`src/rtl/sbcmd_pkg.sv`:
```
package sbcmd_pkg;
  localparam int unsigned DATA_W    = 32;
  localparam int unsigned ADDR_W    = 12;
  localparam int unsigned NUM_WORDS = 16;
  // word indices that carry behaviour
  localparam int unsigned CMD_IDX   = 2;
  localparam int unsigned CTRL_IDX  = 6;
  localparam int unsigned STS_IDX   = 7;
  localparam int unsigned TXB_IDX   = 8;
  localparam int unsigned RXB_IDX   = 12;
  localparam logic [7:0]  OK_CODE   = 8'h40;

  typedef enum logic [1:0] {
    WK_NONE,
    WK_PLAIN,
    WK_CMD,
    WK_CLEAR
  } wr_kind_e;
endpackage

```
`src/rtl/sbcmd_decode.sv`:
```
module sbcmd_decode
  import sbcmd_pkg::*;
#(
  parameter int unsigned ADDR_W    = sbcmd_pkg::ADDR_W,
  parameter int unsigned NUM_WORDS = sbcmd_pkg::NUM_WORDS,
  localparam int unsigned IDX_W    = $clog2(NUM_WORDS)
) (
  input  logic [ADDR_W-1:0] addr_i,
  input  logic              we_i,
  output logic              in_range_o,
  output logic [IDX_W-1:0]  idx_o,
  output wr_kind_e          kind_o
);
  localparam logic [ADDR_W-3:0] LIMIT = (ADDR_W-2)'(NUM_WORDS);

  logic [ADDR_W-3:0] word;
  assign word       = addr_i[ADDR_W-1:2];
  assign in_range_o = word < LIMIT;
  assign idx_o      = word[IDX_W-1:0];

  always_comb begin
    kind_o = WK_NONE;
    if (we_i && in_range_o) begin
      if (idx_o == IDX_W'(CMD_IDX))      kind_o = WK_CMD;
      else if (idx_o == IDX_W'(STS_IDX)) kind_o = WK_CLEAR;
      else                               kind_o = WK_PLAIN;
    end
  end
endmodule

```
`src/rtl/sbcmd_fire.sv`:
```
module sbcmd_fire
  import sbcmd_pkg::*;
#(
  parameter int unsigned DATA_W = sbcmd_pkg::DATA_W
) (
  input  wr_kind_e          kind_i,
  input  logic              start_bit_i,
  input  logic [DATA_W-1:0] sts_i,
  output logic              fire_o
);
  // refused while any status bit is pending
  assign fire_o = (kind_i == WK_CMD) && start_bit_i && (sts_i == '0);
endmodule

```
`src/rtl/sbcmd_regs.sv`:
```
module sbcmd_regs
  import sbcmd_pkg::*;
#(
  parameter int unsigned DATA_W    = sbcmd_pkg::DATA_W,
  parameter int unsigned NUM_WORDS = sbcmd_pkg::NUM_WORDS,
  localparam int unsigned IDX_W    = $clog2(NUM_WORDS)
) (
  input  logic              clk_i,
  input  logic              rst_ni,
  input  wr_kind_e          kind_i,
  input  logic [IDX_W-1:0]  idx_i,
  input  logic [DATA_W-1:0] wdata_i,
  input  logic              fire_i,
  output logic [DATA_W-1:0] rdata_o,
  output logic [DATA_W-1:0] ctrl_o,
  output logic [DATA_W-1:0] sts_o,
  output logic [DATA_W-1:0] sts_next_o
);
  localparam logic [DATA_W-1:0] DONE_BIT = DATA_W'(1);
  localparam logic [DATA_W-1:0] CODE_W   = DATA_W'(OK_CODE);

  logic [DATA_W-1:0] word_q [NUM_WORDS];
  logic [DATA_W-1:0] word_d [NUM_WORDS];

  for (genvar g = 0; g < NUM_WORDS; g++) begin : g_word
    if (g == CMD_IDX) begin : g_cmd
      // start bit is never stored
      assign word_q[g] = '0;
      assign word_d[g] = '0;
    end else begin : g_store
      logic [DATA_W-1:0] cur_q, nxt;
      logic              hit;
      assign hit = (idx_i == IDX_W'(g));

      always_comb begin
        nxt = cur_q;
        if (kind_i == WK_PLAIN && hit) nxt = wdata_i;
        if (g == STS_IDX) begin
          if (kind_i == WK_CLEAR) nxt = cur_q & ~wdata_i;
          if (fire_i)             nxt = word_q[CTRL_IDX] & DONE_BIT;
        end
        if (g == TXB_IDX || g == RXB_IDX) begin
          if (fire_i) nxt = CODE_W;
        end
      end

      always_ff @(posedge clk_i or negedge rst_ni) begin
        if (!rst_ni) cur_q <= '0;
        else         cur_q <= nxt;
      end

      assign word_q[g] = cur_q;
      assign word_d[g] = nxt;
    end
  end

  assign rdata_o    = word_q[idx_i];
  assign ctrl_o     = word_q[CTRL_IDX];
  assign sts_o      = word_q[STS_IDX];
  assign sts_next_o = word_d[STS_IDX];
endmodule

```
`src/rtl/sbcmd_irq.sv`:
```
module sbcmd_irq #(
  parameter int unsigned DATA_W = sbcmd_pkg::DATA_W
) (
  input  logic              clk_i,
  input  logic              rst_ni,
  input  logic [DATA_W-1:0] sts_next_i,
  output logic              irq_o
);
  always_ff @(posedge clk_i or negedge rst_ni) begin
    if (!rst_ni) irq_o <= 1'b0;
    else         irq_o <= |sts_next_i;
  end
endmodule

```
`src/rtl/sbcmd_stub.sv`:
```
module sbcmd_stub
  import sbcmd_pkg::*;
#(
  parameter int unsigned ADDR_W    = sbcmd_pkg::ADDR_W,
  parameter int unsigned DATA_W    = sbcmd_pkg::DATA_W,
  parameter int unsigned NUM_WORDS = sbcmd_pkg::NUM_WORDS,
  localparam int unsigned IDX_W    = $clog2(NUM_WORDS)
) (
  input  logic              clk_i,
  input  logic              rst_ni,
  input  logic [ADDR_W-1:0] addr_i,
  input  logic              we_i,
  input  logic [DATA_W-1:0] wdata_i,
  output logic [DATA_W-1:0] rdata_o,
  output logic              irq_o
);
  logic              in_range;
  logic [IDX_W-1:0]  idx;
  wr_kind_e          kind;
  logic              fire;
  logic [DATA_W-1:0] word_rd, ctrl_w, sts_w, sts_nxt;

  sbcmd_decode #(.ADDR_W(ADDR_W), .NUM_WORDS(NUM_WORDS)) u_decode (
    .addr_i     (addr_i),
    .we_i       (we_i),
    .in_range_o (in_range),
    .idx_o      (idx),
    .kind_o     (kind)
  );

  sbcmd_fire #(.DATA_W(DATA_W)) u_fire (
    .kind_i      (kind),
    .start_bit_i (wdata_i[0]),
    .sts_i       (sts_w),
    .fire_o      (fire)
  );

  sbcmd_regs #(.DATA_W(DATA_W), .NUM_WORDS(NUM_WORDS)) u_regs (
    .clk_i      (clk_i),
    .rst_ni     (rst_ni),
    .kind_i     (kind),
    .idx_i      (idx),
    .wdata_i    (wdata_i),
    .fire_i     (fire),
    .rdata_o    (word_rd),
    .ctrl_o     (ctrl_w),
    .sts_o      (sts_w),
    .sts_next_o (sts_nxt)
  );

  sbcmd_irq #(.DATA_W(DATA_W)) u_irq (
    .clk_i      (clk_i),
    .rst_ni     (rst_ni),
    .sts_next_i (sts_nxt),
    .irq_o      (irq_o)
  );

  assign rdata_o = in_range ? word_rd : '0;
endmodule

```
`config.mk`:
```
export PLATFORM = sky130hd
export DESIGN_NAME = sbcmd_stub
export DESIGN_NICKNAME = d
export VERILOG_FILES = /design/src/rtl/sbcmd_pkg.sv /design/src/rtl/sbcmd_decode.sv /design/src/rtl/sbcmd_fire.sv /design/src/rtl/sbcmd_regs.sv /design/src/rtl/sbcmd_irq.sv /design/src/rtl/sbcmd_stub.sv
export SDC_FILE = /design/constraint.sdc
export NUM_CORES = 1
export LEC_CHECK = 0
export BUFFER_PORTS_ARGS = -buffer_cell sky130_fd_sc_hd__buf_2
export CORE_MARGIN = 2
export CORE_UTILIZATION = 45
export DETAILED_ROUTE_END_ITERATION = 7
export SLEW_MARGIN = 20
export SYNTH_ARGS = -nofsm -noshare
export SYNTH_HDL_FRONTEND = slang
export SYNTH_SLANG_ARGS = --single-unit
```
`constraint.sdc`:
```
create_clock -name clk_i -period 9.85 [get_ports clk_i]
set_input_delay 1.97 -clock clk_i [delete_from_list [all_inputs] [get_ports clk_i]]
set_output_delay 1.97 -clock clk_i [all_outputs]
set_load 0.02 [all_outputs]
```
Word level (Yosys, flattened, before mapping)
Index checks and enable logic that the tools add are counted.
- register bits after elaboration: 481
- bits of input ports: 47
- output and inout bits: 33
- logic and storage cells: 76
- magnitude comparators: 2
- equality and inequality tests: 18
- muxes and demuxes: 14
- bitwise operators: 3
- reduce and logical (&&, ||, !) cells: 23
- operator list (cell ; count):
    $mux 32 ; 10
    $bmux 32 s4 ; 1
    $and 32x32->32 ; 1
    $eq 4x4->1 const B ; 8
    $logic_not 32->1 ; 1
    $not 32->32 ; 1
    $reduce_or 32->1 ; 1
    $logic_and 1x1->1 ; 18
    $eq 4x3->1 const B ; 4
    $lt 10x5->1 const B ; 1
    $eq 4x2->1 const B ; 2
    $mux 2 ; 3
    $ge 5x5->1 const B ; 1
    $not 4->5 ; 1
    $eq 2x2->1 const B ; 2
    $eq 4x1->1 const B ; 1
    $logic_not 4->1 ; 1
    $reduce_bool 2->1 ; 2
    $eq 2x1->1 const B ; 1

Logic depth before layout (Yosys ltp)
Gate-level depths: netlist of run 1.
- word-level depth: 10
- gate-level depth with buffers: 8
- gate-level depth less buffers: 6

Hierarchy
From an unflattened synthesis of run 1, not the netlist that was laid out.
- cells, all modules: 1800
- area, all modules: 23119.7 um^2
- by module, submodules not included (module ; times used ; cells each ; area each (um^2) ; sequential area each (um^2)):
    sbcmd_regs ; 1 ; 1728 ; 22570.4 ; 12011.5
    sbcmd_stub ; 1 ; 35 ; 255.2 ; 0.0
    sbcmd_irq ; 1 ; 12 ; 100.1 ; 25.0
    sbcmd_fire ; 1 ; 13 ; 97.6 ; 0.0
    sbcmd_decode ; 1 ; 12 ; 96.3 ; 0.0

Worst setup path after synthesis of run 1
Ideal clock, no wire load.
- path type: input to output
- from: input port addr_i[2]
- to: output port rdata_o[0]
- arrival time: 4327 ps
- required time: 7880 ps
- slack: 3553 ps
- cell stages on the path: 6
- path buffers: 3
- cells stage by stage: clkbuf_1 > clkbuf_1 > buf_1 > mux4_2 > mux4_2 > and2_1
- cells in the longest elaborated chain, start to end: 5
- RTL lines (what ; RTL line ; RTL):
    from (decl) ; sbcmd_stub.sv:11 ; input logic [ADDR_W-1:0] addr_i,
    $not 4->5 (not written as such) ; sbcmd_regs.sv:57 ; assign rdata_o = word_q[idx_i];
    $bmux 32 s4 ; sbcmd_regs.sv:57 ;
    $mux 32 (not written as such) (2 in a row) ; sbcmd_regs.sv:57 ;
    $mux 32 (*) ; sbcmd_stub.sv:58 ; assign rdata_o = in_range ? word_rd : '0;
    to (decl) ; sbcmd_stub.sv:14 ; output logic [DATA_W-1:0] rdata_o,
Every way passes the cells marked *; elsewhere a longest branch is shown, timed or not. The select of a mux whose other input is x is not followed.

Worst setup path after layout of run 1
- from: input port addr_i[2]
- to: output port rdata_o[6]
Same word-level chain as after synthesis.

==> results.cfg, run 1 <==
[outcome]
status = finished clean

[critical_path]
crit_top_cell = mux4_2
r2r.worst_path.cells = 6
cp.required_ps = 7880
rr_startpoint = u_regs.sts_o[13]$_DFF_PN0_
slowest_delay_ps = 810
ff2ff_setup_slack_ps = 7120
worst_ep_arrival_time_ps = 4850
critPathLaunchType = input pin
cpMaxStageDelayCell = buf_4
cp_cell_sequence = clkbuf_8 -> buf_4 -> mux4_2 -> mux4_2 -> and2_1 -> buf_2
end_kind = output pin
crit_type = input pin to output pin
cp_max_fo = 64
regToRegEndpoint = u_irq.irq_o$_DFF_PN0_

[logic_synthesis]
synthCells = 1476
ys_types = 31
yosysMostFrequentCell = dfrtp_1
async_flop_share = 1.000
dominantRegCellSynth = dfrtp_1
ys_ff_latch = 481
synth.avg_cell_area_sq_um = 14.89
synth_top_area_share = 0.5476
ys_seq_area_frac = 0.5476
mappedNetlistNets = 1523
synth_edf_count = 0
synth_area_leaders = dfrtp_1, mux2_2, mux4_2, mux2i_1, clkbuf_1
synth_commonest_cells = dfrtp_1, mux2_2, mux4_2, clkbuf_1, nor2_1
yosysTopAreaCell = dfrtp_1
syn_area_sq_mm = 0.02198
synth_warnings = 0

[die]
die_area_sq_mm = 0.05063
core_area_sq_mm = 0.04795
initial_core_util = 0.4584
io_pins = 80
die_y_microns = 225.0
fp.dieW_microns = 225.0
num_rows = 80

[run]
cap_violations = 0

[power]
power.leakage_nw = 11.97
ir_drop_v = 0.0001112
power_density_mw_per_mm2 = 168.1

[global_routing]
grt_pass1_vias = 13540
track_usage = 0.2207
grt.overflow.total = 0
grt_max_degree = 163
grt_pass1_wl_mm = 84.12
antenna_found_initial = 1

[cts]
htree_levels = 2
post_cts_buffers = 0
insertion_delay_ps = 600
cts_buffer_depth = 3
cts.sinks = 481
clk_pin_slew_worst_paths_ps = 60
cts_tree = built
cts_buffers = 52
cts.repair.resized = 0
ctsHoldBuffers = 0
clockRootBuffer = clkbuf_16

[worst_hold_path]
hold_class = flip-flop to flip-flop
min_to = u_regs.g_word[14].g_store.cur_q[19]$_DFFE_PN0P_
hp-start = u_regs.g_word[14].g_store.cur_q[19]$_DFFE_PN0P_
min_path_cells = 2

[sta]
rsz0062_at_grt = false
skew_ps = 22.33
worst_pin_slew_ps = 1116
drv_slew = 0
fin_hold_ws_ps = 475.2
layout_min_cycle_time_ps = 6816
hold_viol_final = 0
finalSetupViolations = 0
finalSetupTns_ps = 0
fmaxAchievable_ghz = 0.1467
post-route-period-util = 0.6920
relSlewSlack = 0.2537

[drt]
vias = 12770
wl_per_cell_microns = 24.90
drc = 0
drtIter0Drc = 902
drt-total-wl_mm = 53.92
antenna_left = 0
dr.pass1.iters = 7
via_per_inst = 5.897

[finish]
nets = 1557
finalNonFillerCells = 2165
n_fill_cell = 4047
drive_above_1_share = 0.4590
area_delta_synth_final_pct = 12.41

[placement]
gp_congestion = 0.7440
port_buffers = 77
place_inst = 2070
hpwl_mm = 30.30
==> cell usage in the layout (no fill, tap or decap), types with 3 or more instances in the layout <==
cell type  instances
dfrtp_1          481
mux2_2           380
mux4_2           128
buf_2             73
nor2_1            64
mux2i_1           62
clkbuf_16         53
nand2_1           42
o21ai_0           36
a22o_1            33
and2_1            32
buf_4             28
a21boi_0          15
clkbuf_1          14
clkbuf_8          13
a21boi_1          12
or4_1              9
nor4_1             9
clkinv_2           7
nand2_2            5
inv_1              5
nor2b_1            4
nand4_1            4
o21a_1             4
nor2_4             4
nor3_1             3
bufinv_16          3
==> where the power goes <==
part / switching [mW] / internal (mW)
Clock: 0.787 / 1.15
Sequential: 0.0128 / 2.00
Combinational: 0.128 / 0.0689
Total: 0.927 / 3.23
==> state kept, by name (all words and copies together), names as in the netlist <==
signal	cells
u_regs.ctrl_o	32
u_regs.sts_o	32
u_irq.irq_o	1
u_regs.g_word.g_store.cur_q	416
==> logic make-up after synthesis <==
group	synth area share
mux	0.3541
flops	0.5476
simple gates	0.04264
buf+inv	0.02294
compound gates	0.03273
==> final cells by class <==
| type | instances | area [sq um] | area share |
|---|---|---|---|
| Multi-Input combinational cell | 864 | 9514 | 0.3851 |
| Antenna cell | 1 | 2.502 | 0.0001013 |
| Clock inverter | 14 | 158.9 | 0.006431 |
| Clock buffer | 79 | 1544 | 0.06249 |
| Inverter | 5 | 18.77 | 0.0007596 |
| Timing Repair Buffer | 106 | 663.1 | 0.02684 |
| Tap cell | 615 | 769.5 | 0.03114 |
| Sequential cell | 481 | 12040 | 0.4872 |
==> worst max-delay path by stage <==
stage | startpoint | slack [ps] | depth (start not counted) | end
after floorplan | addr_i[2] | 3550 | 6 | rdata_o[0]
after detailed placement | addr_i[2] | 2930 | 6 | rdata_o[14]
after CTS | addr_i[2] | 2900 | 6 | rdata_o[14]
after global placement | addr_i[2] | 2910 | 6 | rdata_o[6]
after global routing | addr_i[2] | 2770 | 6 | rdata_o[14]
final | addr_i[2] | 3030 | 6 | rdata_o[6]
==> layer usage <==
metal  global-route usage  share of wire  vias up
li1                     -              -     5523
met1               0.3174           0.46     6923
met2               0.3573           0.48      236
met3              0.02738          0.037       84
met4              0.05811          0.021        0
met5                    0              0        -
==> critical path: cells and delay by family <==
kind / cells / cell delay (ps)
multiplexers: 2 / 1130
AND/OR/NAND/NOR: 1 / 180
buffers and inverters: 3 / 1520
==> through the flow <==
step                setup WS, ps  power [mW]  utilization  instance area [sq um]
finish                      3034       4.154       0.5153                  24710
global route                2770       4.307       0.5153                  24700
global placement            2910       2.247       0.4792                  22970
CTS                         2901       4.211       0.5147                  24680
detailed placement          2927       2.252       0.4792                  22970
floorplan                   3553       2.157            -                  21980
(Power assumes the default switching activity.)
==> inputs of run 2 (changes only) <==
clock period = 6 ns   (was 9.85 ns; I/O delays follow)
==> run 2 against run 1 <==
Against the previous run: cell area grew 0.71%; routed wire length up 0.62%; worst hold slack better by 3.0 ps; global-route usage increased by 0.10 points.
==> results.cfg, run 2 (synthesis results as in run 1) <==
[placement]
hpwl_mm = 31.75
gp_congestion = 0.7320
place_inst = 2083
port_buffers = 77
pre_cts_ws_ps = 1068

[critical_path]
crit_type = input pin to output pin
critPathLaunchType = input pin
cpLargestDelayFamily = buffers and inverters
cp_cell_sequence = buf_6 -> buf_4 -> mux2_2 -> a22o_1 -> mux4_2 -> and2_1 -> buf_2
slowest_delay_ps = 610
cp_max_fo = 49
end_kind = output pin
worst_ep_arrival_time_ps = 3720
cp.required_ps = 4800
cp_num_buf_inv = 3
cpMaxStageDelayCell = buf_4

[cts]
insertion_delay_ps = 600
cts.sinks = 481
cts_buffers = 53
post_cts_buffers = 0
cts_buffer_depth = 3
cts.repair.resized = 0
clk_pin_slew_worst_paths_ps = 60
ctsHoldBuffers = 0
cts_tree = built
clockRootBuffer = clkbuf_16
htree_levels = 2

[die]
die_y_microns = 225.0
fp.dieW_microns = 225.0
die_area_sq_mm = 0.05063
initial_core_util = 0.4584
io_pins = 80
core_area_sq_mm = 0.04795
num_rows = 80

[outcome]
status = finished clean

[global_routing]
met1_usage = 0.3207
antenna_found_initial = 1
grt.met2_usage = 0.3501
grt_pass1_wl_mm = 84.33
grt.overflow.total = 0
grt_max_degree = 141
busiest_layer = met2
grt_pass1_vias = 13550
track_usage = 0.2217
grt.met3_usage = 0.03520

[sta]
skew_ps = 16.38
hold_viol_final = 0
finalSetupTns_ps = 0
relSlewSlack = 0.2612
post-route-period-util = 0.8206
finalWorstSetupSlack_ps = 1076
layout_min_cycle_time_ps = 4924
drv_slew = 0
fmaxAchievable_ghz = 0.2031
worst_pin_slew_ps = 1104
rsz0062_at_grt = false
finalSetupViolations = 0

[run]
cap_violations = 0

[power]
ir_drop_v = 0.0002203
power.leakage_nw = 12.08
power_density_mw_per_mm2 = 276.3

[finish]
n_fill_cell = 3976
finalNonFillerCells = 2183
regMostFlops = u_regs.g_word.g_store.cur_q
area_delta_synth_final_pct = 13.21
drive_above_1_share = 0.4678
nets = 1570
final_cell_mix = dfrtp_1, mux2_2, mux4_2
final_common_cell = dfrtp_1
fin_util = 0.5190
largest_reg_flops = 416

[drt]
antenna_left = 0
drc = 0
vias = 12840
drt-total-wl_mm = 54.25
dr.pass1.iters = 5
via_per_inst = 5.881
drtIter0Drc = 900
wl_per_cell_microns = 24.85

[worst_hold_path]
hold_class = flip-flop to flip-flop
==> run 2: cell types whose count changed in the layout (fill, tap and decap cells not counted), sizes merged <==
| cell | change |
|---|---|
| clkbuf | +5 |
| buf | +12 |
| clkinv | +5 |
| bufinv | -3 |
| clkinvlp | -1 |
==> run 2: layout make-up <==
cell class	instances	area [sq um]	area share
diodes	1	2.502	0.0001006
flip-flops and latches	481	12040	0.4837
repair buffers	118	783.3	0.03148
multi-input cells	864	9514	0.3824
clock inverters	15	82.58	0.003319
well taps	615	769.5	0.03092
clock buffers	84	1675	0.06733
inverters	5	18.77	0.0007543
==> run 2: worst register-to-register path, delay by kind of cell (launching register included) <==
family,cells,cell delay [ps]
AOI/OAI and AO/OA,1,230
DFF,1,410
and+or+nand+nor,3,1770
==> run 2: through the flow <==
stage                     hold WS, ps  power, mW  cell area [sq um]
final                           478.2      6.874              24880
after global routing            499.8      7.111              24880
after CTS                       480.4      6.947              24880
after detailed placement        467.0      3.707              23120
after global placement          457.1      3.698              23120
after floorplan                 444.6      3.541              21980
==> run 2: metal layers <==
metal | vias to the layer above | share of wire
met3 | 74 | 0.042
li1 | 5565 | -
met4 | 0 | 0.021
met1 | 6942 | 0.47
met5 | - | 0
met2 | 258 | 0.47
==> run 2: path summary, 6_finish.rpt <==
kind                                                                        end  cells past startpoint  slack (ps)                                       startpoint
worst min register to register  u_regs.g_word[14].g_store.cur_q[23]$_DFFE_PN0P_                      2         480  u_regs.g_word[14].g_store.cur_q[23]$_DFFE_PN0P_
min in group asynchronous        u_regs.g_word[9].g_store.cur_q[30]$_DFFE_PN0P_                      1         600                                           rst_ni
worst min-delay path            u_regs.g_word[14].g_store.cur_q[23]$_DFFE_PN0P_                      2         480  u_regs.g_word[14].g_store.cur_q[23]$_DFFE_PN0P_
worst max register to register                            u_irq.irq_o$_DFF_PN0_                      4        3460                       u_regs.sts_o[15]$_DFF_PN0_
max in group asynchronous         u_regs.g_word[9].g_store.cur_q[8]$_DFFE_PN0P_                      2        4220                                           rst_ni
worst max-delay path                                                 rdata_o[0]                      7        1080                                        addr_i[3]
==> run 2: power by group <==
group | switching [mW] | internal, mW
clock | 1.33 | 1.91
sequential | 0.0211 | 3.29
combinational | 0.213 | 0.116
total | 1.56 | 5.31
